[src/rtl/mhf_pkg.sv]
package mhf_pkg;

    localparam int unsigned DEF_NUM_REGS   = 8;
    localparam int unsigned DEF_REG_W      = 32;
    localparam int unsigned DEF_ADDR_BYTES = 6;

    localparam int unsigned CRC_W          = 32;
    localparam logic [CRC_W-1:0] CRC_POLY_REFL = 32'hEDB88320;
    localparam logic [CRC_W-1:0] CRC_SEED      = 32'hFFFFFFFF;

    typedef enum logic [1:0] {
        CFG_WORD = 2'd0,
        CFG_SET  = 2'd1,
        CFG_CLR  = 2'd2,
        CFG_NOP  = 2'd3
    } cfg_op_e;

    typedef struct packed {
        logic [CRC_W-1:0] crc;
        logic             group;
        logic             active;
    } crc_state_t;

    // One byte through a reflected CRC-32, least significant bit first.
    function automatic logic [CRC_W-1:0] crc32_refl_byte(
        input logic [CRC_W-1:0] cur,
        input logic [7:0]       din
    );
        logic [CRC_W-1:0] r;
        r = cur ^ {{(CRC_W-8){1'b0}}, din};
        for (int i = 0; i < 8; i++) begin
            r = r[0] ? ((r >> 1) ^ CRC_POLY_REFL) : (r >> 1);
        end
        return r;
    endfunction

endpackage

[src/rtl/mhf_crc_engine.sv]
module mhf_crc_engine
    import mhf_pkg::*;
#(
    parameter int unsigned ADDR_BYTES = DEF_ADDR_BYTES,
    parameter int unsigned IDX_W      = 8
) (
    input  logic             clk,
    input  logic             rst,
    input  logic             rx_start,
    input  logic             rx_valid,
    input  logic [7:0]       rx_byte,
    output logic             fin_valid,
    output logic             fin_group,
    output logic [IDX_W-1:0] fin_idx
);
    localparam int unsigned CNT_W = $clog2(ADDR_BYTES + 1);

    crc_state_t       st_q, st_n;
    logic [CNT_W-1:0] cnt_q, cnt_n;
    logic             take;
    logic [CRC_W-1:0] seed;

    assign take = rx_valid && (rx_start || st_q.active);

    always_comb begin
        seed         = rx_start ? CRC_SEED : st_q.crc;
        st_n.crc     = crc32_refl_byte(seed, rx_byte);
        st_n.group   = rx_start ? rx_byte[0] : st_q.group;
        cnt_n        = rx_start ? CNT_W'(1) : cnt_q + CNT_W'(1);
        fin_valid    = take && (cnt_n == CNT_W'(ADDR_BYTES));
        st_n.active  = !fin_valid;
        fin_group    = st_n.group;
        // Top bits of the bit-reversed remainder are its low bits, mirrored.
        for (int j = 0; j < int'(IDX_W); j++) begin
            fin_idx[IDX_W-1-j] = st_n.crc[j];
        end
    end

    always_ff @(posedge clk) begin
        if (rst) begin
            st_q  <= '0;
            cnt_q <= '0;
        end else if (take) begin
            st_q  <= st_n;
            cnt_q <= cnt_n;
        end
    end

endmodule

[src/rtl/mhf_hash_table.sv]
module mhf_hash_table
    import mhf_pkg::*;
#(
    parameter int unsigned NUM_REGS = DEF_NUM_REGS,
    parameter int unsigned REG_W    = DEF_REG_W
) (
    input  logic                                   clk,
    input  logic                                   rst,
    input  logic                                   cfg_we,
    input  logic [1:0]                             cfg_op,
    input  logic [$clog2(NUM_REGS)-1:0]            cfg_reg,
    input  logic [$clog2(NUM_REGS*REG_W)-1:0]      cfg_entry,
    input  logic [REG_W-1:0]                       cfg_wdata,
    output logic [NUM_REGS*REG_W-1:0]              tbl_flat
);
    localparam int unsigned SEL_W = $clog2(NUM_REGS);
    localparam int unsigned POS_W = $clog2(REG_W);
    localparam int unsigned IDX_W = SEL_W + POS_W;

    logic [SEL_W-1:0] ent_sel;
    logic [POS_W-1:0] ent_bit;
    cfg_op_e          op;

    assign ent_sel = cfg_entry[IDX_W-1:POS_W];
    // Positions count from the word's MSB: bit n is word bit REG_W-1-n.
    assign ent_bit = ~cfg_entry[POS_W-1:0];
    assign op      = cfg_op_e'(cfg_op);

    for (genvar r = 0; r < int'(NUM_REGS); r++) begin : g_word
        logic [REG_W-1:0] word_q, word_n;
        logic             ent_here, word_here;

        assign ent_here  = (ent_sel == SEL_W'(r));
        assign word_here = (cfg_reg == SEL_W'(r));

        always_comb begin
            word_n = word_q;
            if (cfg_we) begin
                case (op)
                    CFG_WORD: if (word_here) word_n = cfg_wdata;
                    CFG_SET:  if (ent_here)  word_n[ent_bit] = 1'b1;
                    CFG_CLR:  if (ent_here)  word_n[ent_bit] = 1'b0;
                    default:  word_n = word_q;
                endcase
            end
        end

        always_ff @(posedge clk) begin
            if (rst) word_q <= '0;
            else     word_q <= word_n;
        end

        assign tbl_flat[r*REG_W +: REG_W] = word_q;
    end

endmodule

[src/rtl/mhf_lookup.sv]
module mhf_lookup
    import mhf_pkg::*;
#(
    parameter int unsigned NUM_REGS = DEF_NUM_REGS,
    parameter int unsigned REG_W    = DEF_REG_W
) (
    input  logic                              clk,
    input  logic                              rst,
    input  logic                              fin_valid,
    input  logic                              fin_group,
    input  logic [$clog2(NUM_REGS*REG_W)-1:0] fin_idx,
    input  logic [NUM_REGS*REG_W-1:0]         tbl_flat,
    output logic                              match_valid,
    output logic                              match_hit,
    output logic [$clog2(NUM_REGS*REG_W)-1:0] match_idx
);
    localparam int unsigned POS_W = $clog2(REG_W);
    localparam int unsigned IDX_W = $clog2(NUM_REGS*REG_W);

    logic [IDX_W-1:0] loc;
    logic             entry;

    // Word index stays, in-word position is mirrored (MSB numbering).
    assign loc   = {fin_idx[IDX_W-1:POS_W], ~fin_idx[POS_W-1:0]};
    assign entry = tbl_flat[loc];

    always_ff @(posedge clk) begin
        if (rst) begin
            match_valid <= 1'b0;
            match_hit   <= 1'b0;
            match_idx   <= '0;
        end else begin
            match_valid <= fin_valid;
            match_hit   <= fin_valid && fin_group && entry;
            if (fin_valid) match_idx <= fin_idx;
        end
    end

endmodule

[src/rtl/mcast_hash_filter.sv]
module mcast_hash_filter
    import mhf_pkg::*;
#(
    parameter int unsigned NUM_REGS   = DEF_NUM_REGS,
    parameter int unsigned REG_W      = DEF_REG_W,
    parameter int unsigned ADDR_BYTES = DEF_ADDR_BYTES
) (
    input  logic                              clk,
    input  logic                              rst,
    input  logic                              cfg_we,
    input  logic [1:0]                        cfg_op,
    input  logic [$clog2(NUM_REGS)-1:0]       cfg_reg,
    input  logic [$clog2(NUM_REGS*REG_W)-1:0] cfg_entry,
    input  logic [REG_W-1:0]                  cfg_wdata,
    input  logic [$clog2(NUM_REGS)-1:0]       rd_sel,
    output logic [REG_W-1:0]                  rd_data,
    input  logic                              rx_start,
    input  logic                              rx_valid,
    input  logic [7:0]                        rx_byte,
    output logic                              match_valid,
    output logic                              match_hit,
    output logic [$clog2(NUM_REGS*REG_W)-1:0] match_idx
);
    localparam int unsigned IDX_W  = $clog2(NUM_REGS*REG_W);
    localparam int unsigned FLAT_W = NUM_REGS * REG_W;

    logic [FLAT_W-1:0] tbl_flat;
    logic              fin_valid;
    logic              fin_group;
    logic [IDX_W-1:0]  fin_idx;

    mhf_crc_engine #(
        .ADDR_BYTES (ADDR_BYTES),
        .IDX_W      (IDX_W)
    ) u_crc (
        .clk       (clk),
        .rst       (rst),
        .rx_start  (rx_start),
        .rx_valid  (rx_valid),
        .rx_byte   (rx_byte),
        .fin_valid (fin_valid),
        .fin_group (fin_group),
        .fin_idx   (fin_idx)
    );

    mhf_hash_table #(
        .NUM_REGS (NUM_REGS),
        .REG_W    (REG_W)
    ) u_tbl (
        .clk       (clk),
        .rst       (rst),
        .cfg_we    (cfg_we),
        .cfg_op    (cfg_op),
        .cfg_reg   (cfg_reg),
        .cfg_entry (cfg_entry),
        .cfg_wdata (cfg_wdata),
        .tbl_flat  (tbl_flat)
    );

    mhf_lookup #(
        .NUM_REGS (NUM_REGS),
        .REG_W    (REG_W)
    ) u_look (
        .clk         (clk),
        .rst         (rst),
        .fin_valid   (fin_valid),
        .fin_group   (fin_group),
        .fin_idx     (fin_idx),
        .tbl_flat    (tbl_flat),
        .match_valid (match_valid),
        .match_hit   (match_hit),
        .match_idx   (match_idx)
    );

    assign rd_data = tbl_flat[rd_sel*REG_W +: REG_W];

endmodule

[config.mk]
export PLATFORM = sky130hd
export DESIGN_NAME = mcast_hash_filter
export DESIGN_NICKNAME = d
export VERILOG_FILES = /design/src/rtl/mhf_pkg.sv /design/src/rtl/mhf_crc_engine.sv /design/src/rtl/mhf_hash_table.sv /design/src/rtl/mhf_lookup.sv /design/src/rtl/mcast_hash_filter.sv
export SDC_FILE = /design/constraint.sdc
export NUM_CORES = 1
export LEC_CHECK = 0
export BUFFER_PORTS_ARGS = -buffer_cell sky130_fd_sc_hd__buf_2
export CORE_MARGIN = 2
export CORE_UTILIZATION = 50
export CTS_CLUSTER_DIAMETER = 120
export DETAILED_ROUTE_END_ITERATION = 7
export HOLD_SLACK_MARGIN = 0.15
export PLACE_DENSITY = 0.64
export SYNTH_ARGS = -nofsm -noshare
export SYNTH_HDL_FRONTEND = slang
export SYNTH_SLANG_ARGS = --single-unit
[constraint.sdc]
create_clock -name clk -period 4.7 [get_ports clk]
set_clock_uncertainty 0.15 [all_clocks]
set_input_delay 0.47 -clock clk [delete_from_list [all_inputs] [get_ports clk]]
set_output_delay 0.47 -clock clk [all_outputs]
set_load 0.05 [all_outputs]
**Word level (Yosys, flattened, before mapping)**

Cells that the tools add are included.

- Output and inout bits: 42
- Logic and storage cells: 155
- Bits in registers: 303
- Memories kept: 0
- Bits in writable memories: 0
- Bits of input ports: 61
- Memory bits (read-only): 0
- Latch bits: 0

- $lt $le $gt $ge: 3
- Mux-type cells: 47
- Multiply operators: 0
- Reductions and logical operators: 19
- Bitwise logic cells: 28
- Equal/unequal tests: 41
- Div/mod/pow operators: 0
- $add $sub $neg: 1
- Shifts and indexed selects: 1

Operator list:

| kind | number |
|---|---|
| 2-to-1 mux 32 bit | 33 |
| case mux 32 bit (3 select lines) | 8 |
| bitwise AND 32 bit | 8 |
| OR 32 bit | 8 |
| indexed part select 256 x 9 -> 32 bit | 1 |
| NOT 13 -> 14 bit | 8 |
| != test 2 x 1 -> 1 bit (second input constant) | 24 |
| AND reduction 5 bit | 8 |
| NOT 32 bit | 1 |
| bitwise XOR 32 x 8 -> 32 bit | 1 |
| equality test 3 bit (second input constant) | 9 |
| equality test 3 x 2 -> 1 bit (second input constant) | 4 |
| NOT 5 bit | 2 |
| < comparator 8 x 9 -> 1 bit (second input constant) | 1 |
| binary-select mux 1 bit (select 8 bit) | 1 |
| equality test 3 x 1 -> 1 bit (second input constant) | 2 |
| logical NOT 3 bit | 2 |
| < comparator 5 x 6 -> 1 bit (second input constant) | 1 |
| demux 1 bit (select 5 bit) | 1 |
| >= comparator 5 x 1 -> 1 bit (second input constant) | 1 |
| logical AND 1 bit | 5 |
| adder 3 x 1 -> 3 bit (second input constant) | 1 |
| 2-to-1 mux 1 bit | 3 |
| 2-to-1 mux 3 bit | 1 |
| 6 further kinds | 6 |

**Logic depth before layout (Yosys ltp)**

Gate-level depths: netlist of the first run.

- Depth after elaboration: 22
- Depth in mapped cells: 15
- Depth with buffers taken out: 10

**Cells and area by module**

Synthesis of the first run repeated with hierarchy kept, for this count alone.

- Cells, all modules: 1697
- Area, all modules: 17595.6 um2

By module, submodules not included:

| module | cells an instance | seq. area each (um2) | area an instance (um2) | times used |
|---|---|---|---|---|
| mhf_hash_table | 1049 | 5124.9 | 10057.1 | 1 |
| mhf_lookup | 229 | 200.2 | 2783.9 | 1 |
| mhf_crc_engine | 305 | 740.7 | 2681.3 | 1 |
| mcast_hash_filter | 114 | 0.0 | 2073.2 | 1 |

**Worst setup path after synthesis of the first run**

Ideal clock, no wire load.

- Path kind: reg-to-reg
- Start point: reg u_crc.st_q[6] (netlist name)
- End point: reg u_look.match_hit
- Slack: 1434 ps
- Data required time: 4421 ps
- Arrival time: 2987 ps
- Library setup time: 129 ps
- Cell stages (with the launch flop): 12
- Buffers on the path: 3
- Clock period less this slack: 3266 ps
- Path through: dfxtp_1 buf_2 xor3_1 o21a_1 nor2_1 buf_4 buf_2 mux4_2 a221oi_1 a211oi_2 nor4_1 a211oi_1

- Cells in the longest elaborated chain, start to end: 15
- Elaborated cells on any way between the ends: 16
- Those cells by class: mux (11); bitwise (4); reduce/logical (1)

Ends and longest elaborated chain:

| item | line | source |
|---|---|---|
| start: declaration | mhf_crc_engine.sv:18 | `crc_state_t st_q, st_n;` |
| start signal: assignment | mhf_crc_engine.sv:44 | `st_q <= st_n;` |
| 2-to-1 mux 32 bit (*) | mhf_crc_engine.sv:26 | `seed = rx_start ? CRC_SEED : st_q.crc;` |
| bitwise XOR 32 x 8 -> 32 bit (*) | mhf_pkg.sv:30 | `r = cur ^ {{(CRC_W-8){1'b0}}, din};` |
| 2-to-1 mux 32 bit (*) (5 in a row) | mhf_pkg.sv:32 | `r = r[0] ? ((r >> 1) ^ CRC_POLY_REFL) : (r >> 1);` |
| NOT 13 -> 14 bit (no source line) or 2-to-1 mux 32 bit (tied branches) | -- |  |
| 2-to-1 mux 32 bit (*) (3 in a row) | mhf_pkg.sv:32 |  |
| NOT 5 bit | mhf_lookup.sv:24 | `assign loc = {fin_idx[IDX_W-1:POS_W], ~fin_idx[POS_W-1:0]};` |
| binary-select mux 1 bit (select 8 bit) (*) | mhf_lookup.sv:25 | `assign entry = tbl_flat[loc];` |
| 2-to-1 mux 1 bit (implied by the code) (*) | mhf_lookup.sv:25 |  |
| logical AND 1 bit (*) | mhf_lookup.sv:34 | `match_hit <= fin_valid && fin_group && entry;` |
| end signal: assignment | mhf_lookup.sv:34 |  |
| end: declaration | mhf_lookup.sv:14 | `output logic match_hit,` |

Every way passes the cells marked *; elsewhere a longest branch is shown, timed or not. The select of a mux whose other input is x is not followed.
A chain may end at the register's enable or synchronous reset.

**Worst setup path in the final report of the first run**

- Start point: in rx_byte[7]
- End point: reg u_look.match_hit

- Cells in the longest elaborated chain, start to end: 14

Ends and longest elaborated chain:

| item | line | source |
|---|---|---|
| start: declaration | mcast_hash_filter.sv:19 | `input logic [7:0] rx_byte,` |
| bitwise XOR 32 x 8 -> 32 bit (*) | mhf_pkg.sv:30 |  |
| 2-to-1 mux 32 bit (*) | mhf_pkg.sv:32 |  |
| NOT 13 -> 14 bit (no source line) | -- |  |
| 2-to-1 mux 32 bit (*) (7 in a row) | mhf_pkg.sv:32 |  |
| NOT 5 bit (*) | mhf_lookup.sv:24 |  |
| binary-select mux 1 bit (select 8 bit) (*) | mhf_lookup.sv:25 |  |
| 2-to-1 mux 1 bit (implied by the code) (*) | mhf_lookup.sv:25 |  |
| logical AND 1 bit (*) | mhf_lookup.sv:34 |  |

Marks and branches as above.

==> results.ini, run 1 <==
[outcome]
status = completed

[yosys]
ys_seq_area_share_pct = 36.5
synth_top_family_by_area = compound AO/OA/AOI/OAI gates
synth_top_area_share_pct = 36.5
yosysTopAreaCell = dfxtp_1
postSynthCellCount = 1694
synth_xor_xnor_area_share_pct = 5.19
async_flop_share_pct = 0
syn-cell-area_sq_um = 16600
synth-edff-count = 0
yosys.area_share.simple_pct = 5.91
yosysUniqueCellTypes = 62
synth_common_cells = a21oi_1, dfxtp_1, a211oi_1
yosysMostFrequentCell = a21oi_1
synth_fa_ha_area_share_pct = 0.376
ys_ff_latch = 303
synthTopCellsByArea = dfxtp_1, mux4_2, a211oi_1, a21oi_1, xnor2_1
ys.flop_type = dfxtp_1
yosysWarnings = 0
synthMuxAreaShare_pct = 19.5
synth_fp_nets = 1760
syn_avg_cell_area_sq_um = 9.81
synth-compound-area-share_pct = 28.3

[floorplan]
die_w_um = 186
initial_utilization_pct = 51.0
die_height_um = 186
io_pins = 103
row_count = 66
die_area_sq_um = 34700
core_sq_um = 32600

[route]
drc_errors = 0
wl_per_cell_um = 26.3
drt_wl_total_um = 57500
vias = 14732
ant_nets = 0
viasPerCell = 6.75
firstDrtPassIters = 5
drt_iter0_drc = 1565

[worst_setup_path]
crit_chain = dlygate4sd3_1, buf_2, xnor2_1, or3_1, a211o_1, nand2_8, mux4_1, a22oi_1, a31o_2, a21oi_1, nor4_1, a211oi_1
critPathSlowestCell = mux4_1
start_kind = primary input
crit_family = simple AND/OR/NAND/NOR gates
required_ns = 4.94
crit_type = primary input to flip-flop
crit_arrival_ns = 4.34
max_stage_delay_ns = 0.62
end_kind = flip-flop
reg2reg_from = u_crc.st_q[6]
path_max_fanout = 54
crit_buf_inv = 2
critPathLaunch = rx_byte[7]

[cts]
cts_hold_buf = 2
cts_max_level = 2
cts.repair.resized = 0
cts_tree = yes
cts-buffers-inserted = 36
cts_sinks = 303
clk_latency_ns = 0.53
cts_buffer_depth = 3
cts_setup_buffers = 0
clk_pin_slew_ns = 0.06
cts_root_buffer = clkbuf_16

[grt]
overflow = 0
grt_pass1_vias = 13764
antenna_found_initial = 1
grt_max_degree = 134
grt_first_pass_wirelength_um = 88200
grt_util_all_layers_pct = 32.5

[timing]
clock.fmax_mhz = 244
tightest_slew_ns = 1.12
min_period_ns = 4.09
slew_viol_final = 0
fin_tns_setup_ns = 0
period_share_pct = 87.1
setup_violations = 0
hold_viol = 0
rsz0062_at_grt = false
max-slew-margin-rel_pct = 25.6

[job]
maxCapViolCount = 0

[finish]
nNetsFinal = 1778
areaGrowthSynthToFinish_pct = 12.7
multi_input_area_sq_um = 10000
finalCoreUtilization_pct = 57.5
drive_above_1_share_pct = 21.6
seqCellArea_sq_um = 6070
fillers = 2832

[pwr]
power_uw = 7910
p_leak_uw = 0.00622
vdd_drop_max_mv = 0.292
p_per_area_nw_per_um2 = 422

[place]
place.detailed.hpwl_um = 39400
numPortBuffers = 102
place.gp.congestion = 0.909

[min_path]
min_from = rx_byte[0]
hp-class = primary input to flip-flop

layout make-up:
cell class                 instances  share of cell area (%)
clock buffer                      53                    6.01
inverter                           6                   0.120
timing repair buffer             142                    4.63
tap                              442                    2.95
sequential                       303                    32.4
clock inverter                    12                   0.561
multi-input combinational       1223                    53.3
antenna                            1                  0.0134
path summary, 6_finish.rpt:
| path | cells past startpoint | to | slack [ns] |
|---|---|---|---|
| setup / recovery | 12 | u_look.match_hit | 0.61 |
| hold / removal | 3 | u_crc.st_q[1] | 0.19 |
| setup reg to reg | 10 | u_look.match_hit | 0.71 |
| hold reg to reg | 2 | u_crc.st_q[33] | 0.30 |
per-layer routing:
layer	GRT usage [%]	wire length, um
met5	0	0
met4	11.3	2020
met3	4.80	4770
met2	50.8	26300
met1	46.1	24300
power breakdown:
part / internal [uW] / leakage, uW / total, uW / switching [uW]
registers: 2700 / 0.00246 / 2810 / 117
clock network: 1720 / 0.000617 / 2850 / 1130
logic: 838 / 0.00315 / 2240 / 1400
total: 5260 / 0.00622 / 7910 / 2650
through the flow:
step	std cells	area (sq um)	setup WS (ns)	hold slack [ns]
3_3_place_gp	2114	17500	0.849	0.291
4_1_cts	2181	18700	0.709	0.171
2_1_floorplan	1694	16600	1.43	0.282
5_1_grt	2181	18700	0.440	0.194
6_report	2182	18700	0.607	0.188
3_5_place_dp	2114	17500	0.719	0.297
registers in the layout (all words and copies together) (netlist names):
register and count:
u_tbl.g_word.word_q 256, u_look.match_valid 1, u_crc.cnt_q 3, u_look.match_idx 8
u_look.match_hit 1, u_crc.st_q 34
kinds of logic (layout without fill, tap and decap cells):
kind of cell	count (synthesis)	after routing
XOR/XNOR	90	90
multiplexers	177	177
AND/OR/NAND/NOR	214	214
other	0	1
flip-flops	303	303
adder cells (fa/ha/maj)	5	5
buffers and inverters	168	213
AO/OA/AOI/OAI	737	737
worst min-delay path, stage by stage:
cell and delay [ns]:
buf_2 0.17, nand3_1 0.10, a21oi_1 0.06
cells in the final DEF (no fill, tap or decap), drive strengths merged, types with 4 or more instances in the layout:
cell type and instances:
xor2 10, or3 6, nor3 7, mux2 39
o211a 5, mux2i 25, xnor2 75, buf 140
a31oi 13, o2bb2ai 32, nand2 74, ha 5
nand3b 6, inv 7, dfxtp 303, o21ai 16
xor3 4, nand2b 5, clkinv 9, clkbuf 53
and3 8, a311oi 5, nand3 11, a211oi 291
nor2 80, and4 4, a21oi 343, a22oi 7
mux4 113
No activity file was read; power rests on OpenSTA's default activity.
==> run 2: changes to the inputs <==
CORE_MARGIN = unset   (was 2)
SYNTH_HIERARCHICAL = 1   (was unset)
==> results.ini, run 2 <==
[finish]
drive_above_1_share_pct = 20.0
areaGrowthSynthToFinish_pct = 10.4
largest_register_ffs = 256
final_area_sq_um = 19400
final_common_cell = dfxtp_1
top_register = u_tbl/g_word.word_q
reg_top3 = u_tbl/g_word.word_q (256), u_crc/st_q (34), u_look/match_idx (8)
nNetsFinal = 1748
final_cell_mix = dfxtp_1, a211oi_1, a31oi_1
layout.cells.non_filler = 2162

[worst_setup_path]
max_stage_delay_ns = 0.68
required_ns = 4.94
start_kind = flip-flop
critPathSlowestCell = mux4_1
crit_arrival_ns = 4.23
cpMostUsedCell = buf_12
cp.depth = 12
r2r_cells = 12
end_kind = flip-flop
crit_family = XOR/XNOR gates
crit_chain = nor2_2, xnor2_4, xor3_1, xnor2_2, buf_12, buf_12, mux4_1, a221oi_1, o21ai_1, o211ai_1, and4_1, o221ai_2
path_max_fanout = 34
crit_buf_inv = 2
crit_type = flip-flop to flip-flop

[cts]
clk_latency_ns = 0.51
clk_pin_slew_ns = 0.06
cts-buffers-inserted = 35
cts_buffer_depth = 3
cts_max_level = 2
cts.repair.resized = 0
cts_tree = yes
cts_root_buffer = clkbuf_16
cts_sinks = 303

[yosys]
postSynthCellCount = 1697
yosysUniqueCellTypes = 67
synth_common_cells = dfxtp_1, a211oi_1, a31oi_1
synthTopCellsByArea = dfxtp_1, a211oi_1, mux4_2, mux4_1, a31oi_1
ys_ff_latch = 303
async_flop_share_pct = 0
ys.flop_type = dfxtp_1
syn_avg_cell_area_sq_um = 10.4
synth_top_area_share_pct = 34.5
yosysMostFrequentCell = dfxtp_1
synth_fp_nets = 1763
ys_seq_area_share_pct = 34.5
yosysTopAreaCell = dfxtp_1
synth-edff-count = 0
yosysWarnings = 6
syn-cell-area_sq_um = 17600

[floorplan]
die_area_sq_um = 35900
core_sq_um = 34500
die_height_um = 190
initial_utilization_pct = 50.9
die_w_um = 190
io_pins = 103
row_count = 68

[timing]
max-slew-margin-rel_pct = 26.8
setup_violations = 0
fin_tns_setup_ns = 0
clock.fmax_mhz = 251
min_period_ns = 3.98
tightest_slew_ns = 1.10
hold_viol = 0
slew_viol_final = 0
period_share_pct = 84.8
rsz0062_at_grt = false
hold_ws_ns = 0.179

[route]
wl_per_cell_um = 30.1
firstDrtPassIters = 8
drt_wl_total_um = 65100
drt_iter0_drc = 1994
vias = 15730
ant_nets = 0
drc_errors = 0
viasPerCell = 7.28

[min_path]
hold_path_depth = 3
hp-class = primary input to flip-flop

[place]
dpl-instance-area_sq_um = 18200
place.detailed.hpwl_um = 40400
numPortBuffers = 102
dp.cells = 2099
place.gp.congestion = 0.953

[pwr]
p_leak_uw = 0.00690
p_per_area_nw_per_um2 = 425
vdd_drop_max_mv = 0.275
power_uw = 8250

[grt]
grt_pass1_vias = 14944
overflow = 0
grt_max_degree = 176
grt_util_all_layers_pct = 35.8
grt_first_pass_wirelength_um = 97000
antenna_found_initial = 3

[outcome]
status = completed

[job]
maxCapViolCount = 0

run 2: power breakdown:
group	internal [uW]	switching (uW)
sequential	2690	123
clock	1750	1120
combinational	981	1580
total	5430	2820
run 2: cells by family (layout without fill, tap and decap cells):
kind of cell,Yosys count,after routing,synth area share (%)
and+or+nand+nor,188,188,5.08
DFF,303,303,34.5
buffers and inverters,240,248,6.82
muxes,199,199,20.9
AOI/OAI and AO/OA,676,676,26.5
other,0,2,0
xor gates and xnor gates,86,86,5.86
adders and majority gates,5,5,0.356
run 2: layer usage:
| layer | wire (um) | GRT usage, % | vias to the layer above |
|---|---|---|---|
| met1 | 25200 | 47.0 | 7749 |
| li1 | - | - | 6740 |
| met2 | 29500 | 56.0 | 1028 |
| met5 | 13 | 0 | - |
| met3 | 7410 | 9.19 | 211 |
| met4 | 2920 | 14.9 | 2 |
run 2: final timing paths:
check | startpoint | end | slack, ns
max reg2reg | u_crc/st_q[7] | u_look/match_hit | 0.72
min reg2reg | u_crc/st_q[14] | u_crc/st_q[14] | 0.31
max | u_crc/st_q[7] | u_look/match_hit | 0.72
min | rx_byte[2] | u_crc/st_q[12] | 0.18
run 2: final cells by class:
cell class	instances	area, sq um
diodes	2	5.00
clock inverters	15	205
inverters	42	158
repair buffers	146	943
well taps	455	569
fillers	2997	15100
flip-flops and latches	303	6070
multi-input cells	1154	10500
clock buffers	45	986
run 2: tightest hold or removal path, stage by stage:
cell and delay (ns):
buf_2 0.14, o21ai_0 0.08, a311oi_1 0.09
run 2: what timing repair did:
action,CTS,global route
buffers inserted,0,0
hold buffers,1,0
hold endpoints to repair,1,0
run 2: per-stage QoR:
stage          setup slack, ns  util (%)
2_1_floorplan             1.07         -
3_3_place_gp             0.559      52.7
3_5_place_dp             0.510      52.7
4_1_cts                  0.733      56.2
5_1_grt                  0.507      56.2
6_report                 0.717      56.2
==> run 3: changes to the inputs <==
clock period = 3.9 ns   (was 4.7 ns; I/O delays follow)
==> results.ini, run 3 (synthesized netlist as in run 2, its figures left out) <==
[place]
dp.cells = 2153
place.detailed.hpwl_um = 43500
place.gp.congestion = 0.971
dpl-instance-area_sq_um = 18700
numPortBuffers = 102
pre_cts_slack_ns = -0.0979

[worst_setup_path]
crit_type = flip-flop to flip-flop
path_max_fanout = 16
crit_buf_inv = 2
crit_family = XOR/XNOR gates
critPathSlowestCell = mux4_2
crit_arrival_ns = 4.02
start_kind = flip-flop
crit_chain = nor2_2, xnor2_4, xor3_2, xnor2_4, clkbuf_16, buf_4, mux4_2, a221oi_2, o21ai_1, o211ai_1, and4_1, o221ai_2
max_stage_delay_ns = 0.56
cpMostUsedCell = xnor2_4
required_ns = 4.15
end_kind = flip-flop

[pwr]
power_switching_uw = 3490
p_seq_share_pct = 32.5
power.share.clock_pct = 35.5
p_leak_uw = 0.00725
swShare_pct = 33.5
power.internal_uw = 6920
power_uw = 10400
p_comb_share_pct = 32.0
p_per_area_nw_per_um2 = 520
vdd_drop_max_mv = 0.451

[job]
maxCapViolCount = 0

[timing]
setup_violations = 0
max-slew-margin-rel_pct = 13.6
min_period_ns = 3.77
slew_viol_final = 0
hold_viol = 0
layout_setup_ws_ns = 0.127
tightest_slew_ns = 1.29
period_share_pct = 96.7
clock.fmax_mhz = 265

[grt]
grt_max_degree = 152
overflow = 0
grt_first_pass_wirelength_um = 98600
grt_pass1_vias = 14990
grt_util_all_layers_pct = 36.3
antenna_found_initial = 2

[cts]
cts_sinks = 303
cts-buffers-inserted = 36
cts_max_level = 2
cts_buffer_depth = 3
cts_root_buffer = clkbuf_16
cts_tree = yes
cts_setup_buffers = 0
clk_latency_ns = 0.52
clk_pin_slew_ns = 0.06

[finish]
largest_register_ffs = 256
areaGrowthSynthToFinish_pct = 13.9
drive_above_1_share_pct = 22.8
fillers = 2955
top_register = u_tbl/g_word.word_q
layout.cells.non_filler = 2223
final_area_sq_um = 20000
reg_top3 = u_tbl/g_word.word_q (256), u_crc/st_q (34), u_look/match_idx (8)
final_common_cell = dfxtp_1
nNetsFinal = 1806
final_cell_mix = dfxtp_1, a211oi_1, a31oi_1

[floorplan]
io_pins = 103
die_w_um = 190
die_area_sq_um = 35900
row_count = 68
initial_utilization_pct = 50.9
die_height_um = 190
core_sq_um = 34500

[route]
viasPerCell = 7.16
drt_wl_total_um = 66200
drt_iter0_drc = 1662
ant_nets = 0
drc_errors = 0
wl_per_cell_um = 29.8
vias = 15923
firstDrtPassIters = 5

[min_path]
hp-class = primary input to flip-flop

[outcome]
status = completed

-- run 3: cell types whose count changed in the layout (fill, tap and decap cells not counted), moves of 2 or more --
cell,before,now
clkinv_2,8,5
buf_4,37,88
xnor2_4,3,5
clkbuf_8,3,10
buf_12,7,9
xnor2_2,8,6
dlygate4sd3_1,1,3
-- run 3: repair_timing --
| item | CTS | global route |
|---|---|---|
| endpoints found under the setup margin | 0 | 1 |
| hold buffers | 3 | 0 |
| hold endpoints to repair | 3 | 0 |
| gates resized for setup | 0 | 6 |
-- run 3: area by class of cell --
type	instances	area (sq um)	area share, %
antenna	2	5.00	0.0250
clock buffer	52	1080	5.40
clock inverter	12	213	1.06
inverter	42	158	0.787
multi-input combinational	1154	10500	52.5
sequential	303	6070	30.3
tap	455	569	2.84
timing repair buffer	203	1420	7.10
-- run 3: through the flow --
stage	hold WS, ns	setup TNS, ns	utilization [%]
final	0.121	0	58.0
after global routing	0.159	-0.0143	58.0
after CTS	0.157	0	57.9
after floorplan	0.282	0	-
after global placement	0.292	0	54.0
after detailed placement	0.294	-0.0979	54.0
-- run 3: final timing paths --
kind,startpoint,endpoint,slack [ns],cells after the start
max reg2reg,u_crc/st_q[7],u_look/match_hit,0.13,12
max,u_crc/st_q[7],u_look/match_hit,0.13,12
min,rst,u_look/match_idx[1],0.12,2
min reg2reg,u_crc/st_q[16],u_crc/st_q[16],0.31,2
-- run 3: power groups by stage --
stage / sequential, uW / clock, uW / combinational (uW)
CTS: 3380 / 3700 / 3210
detailed placement: 3450 / 0 / 3200
global route: 3400 / 3830 / 3510
floorplan: 3380 / 0 / 2420
global placement: 3450 / 0 / 3160
finish: 3390 / 3700 / 3330
-- run 3: routing by layer --
metal | GRT usage [%] | up-vias | wire length, um
li1 | - | 6866 | -
met1 | 48.5 | 7829 | 26200
met2 | 56.8 | 1016 | 30100
met3 | 7.84 | 210 | 6820
met4 | 15.1 | 2 | 3000
met5 | 0 | - | 15
-- run 3: worst reg2reg max path, cell delays in order, from the launching register on --
cell	delay (ns)
dfxtp_1	0.33
nor2_2	0.22
xnor2_4	0.14
xor3_2	0.53
xnor2_4	0.29
clkbuf_16	0.26
buf_4	0.20
mux4_2	0.56
a221oi_2	0.40
o21ai_1	0.15
o211ai_1	0.12
and4_1	0.23
o221ai_2	0.08
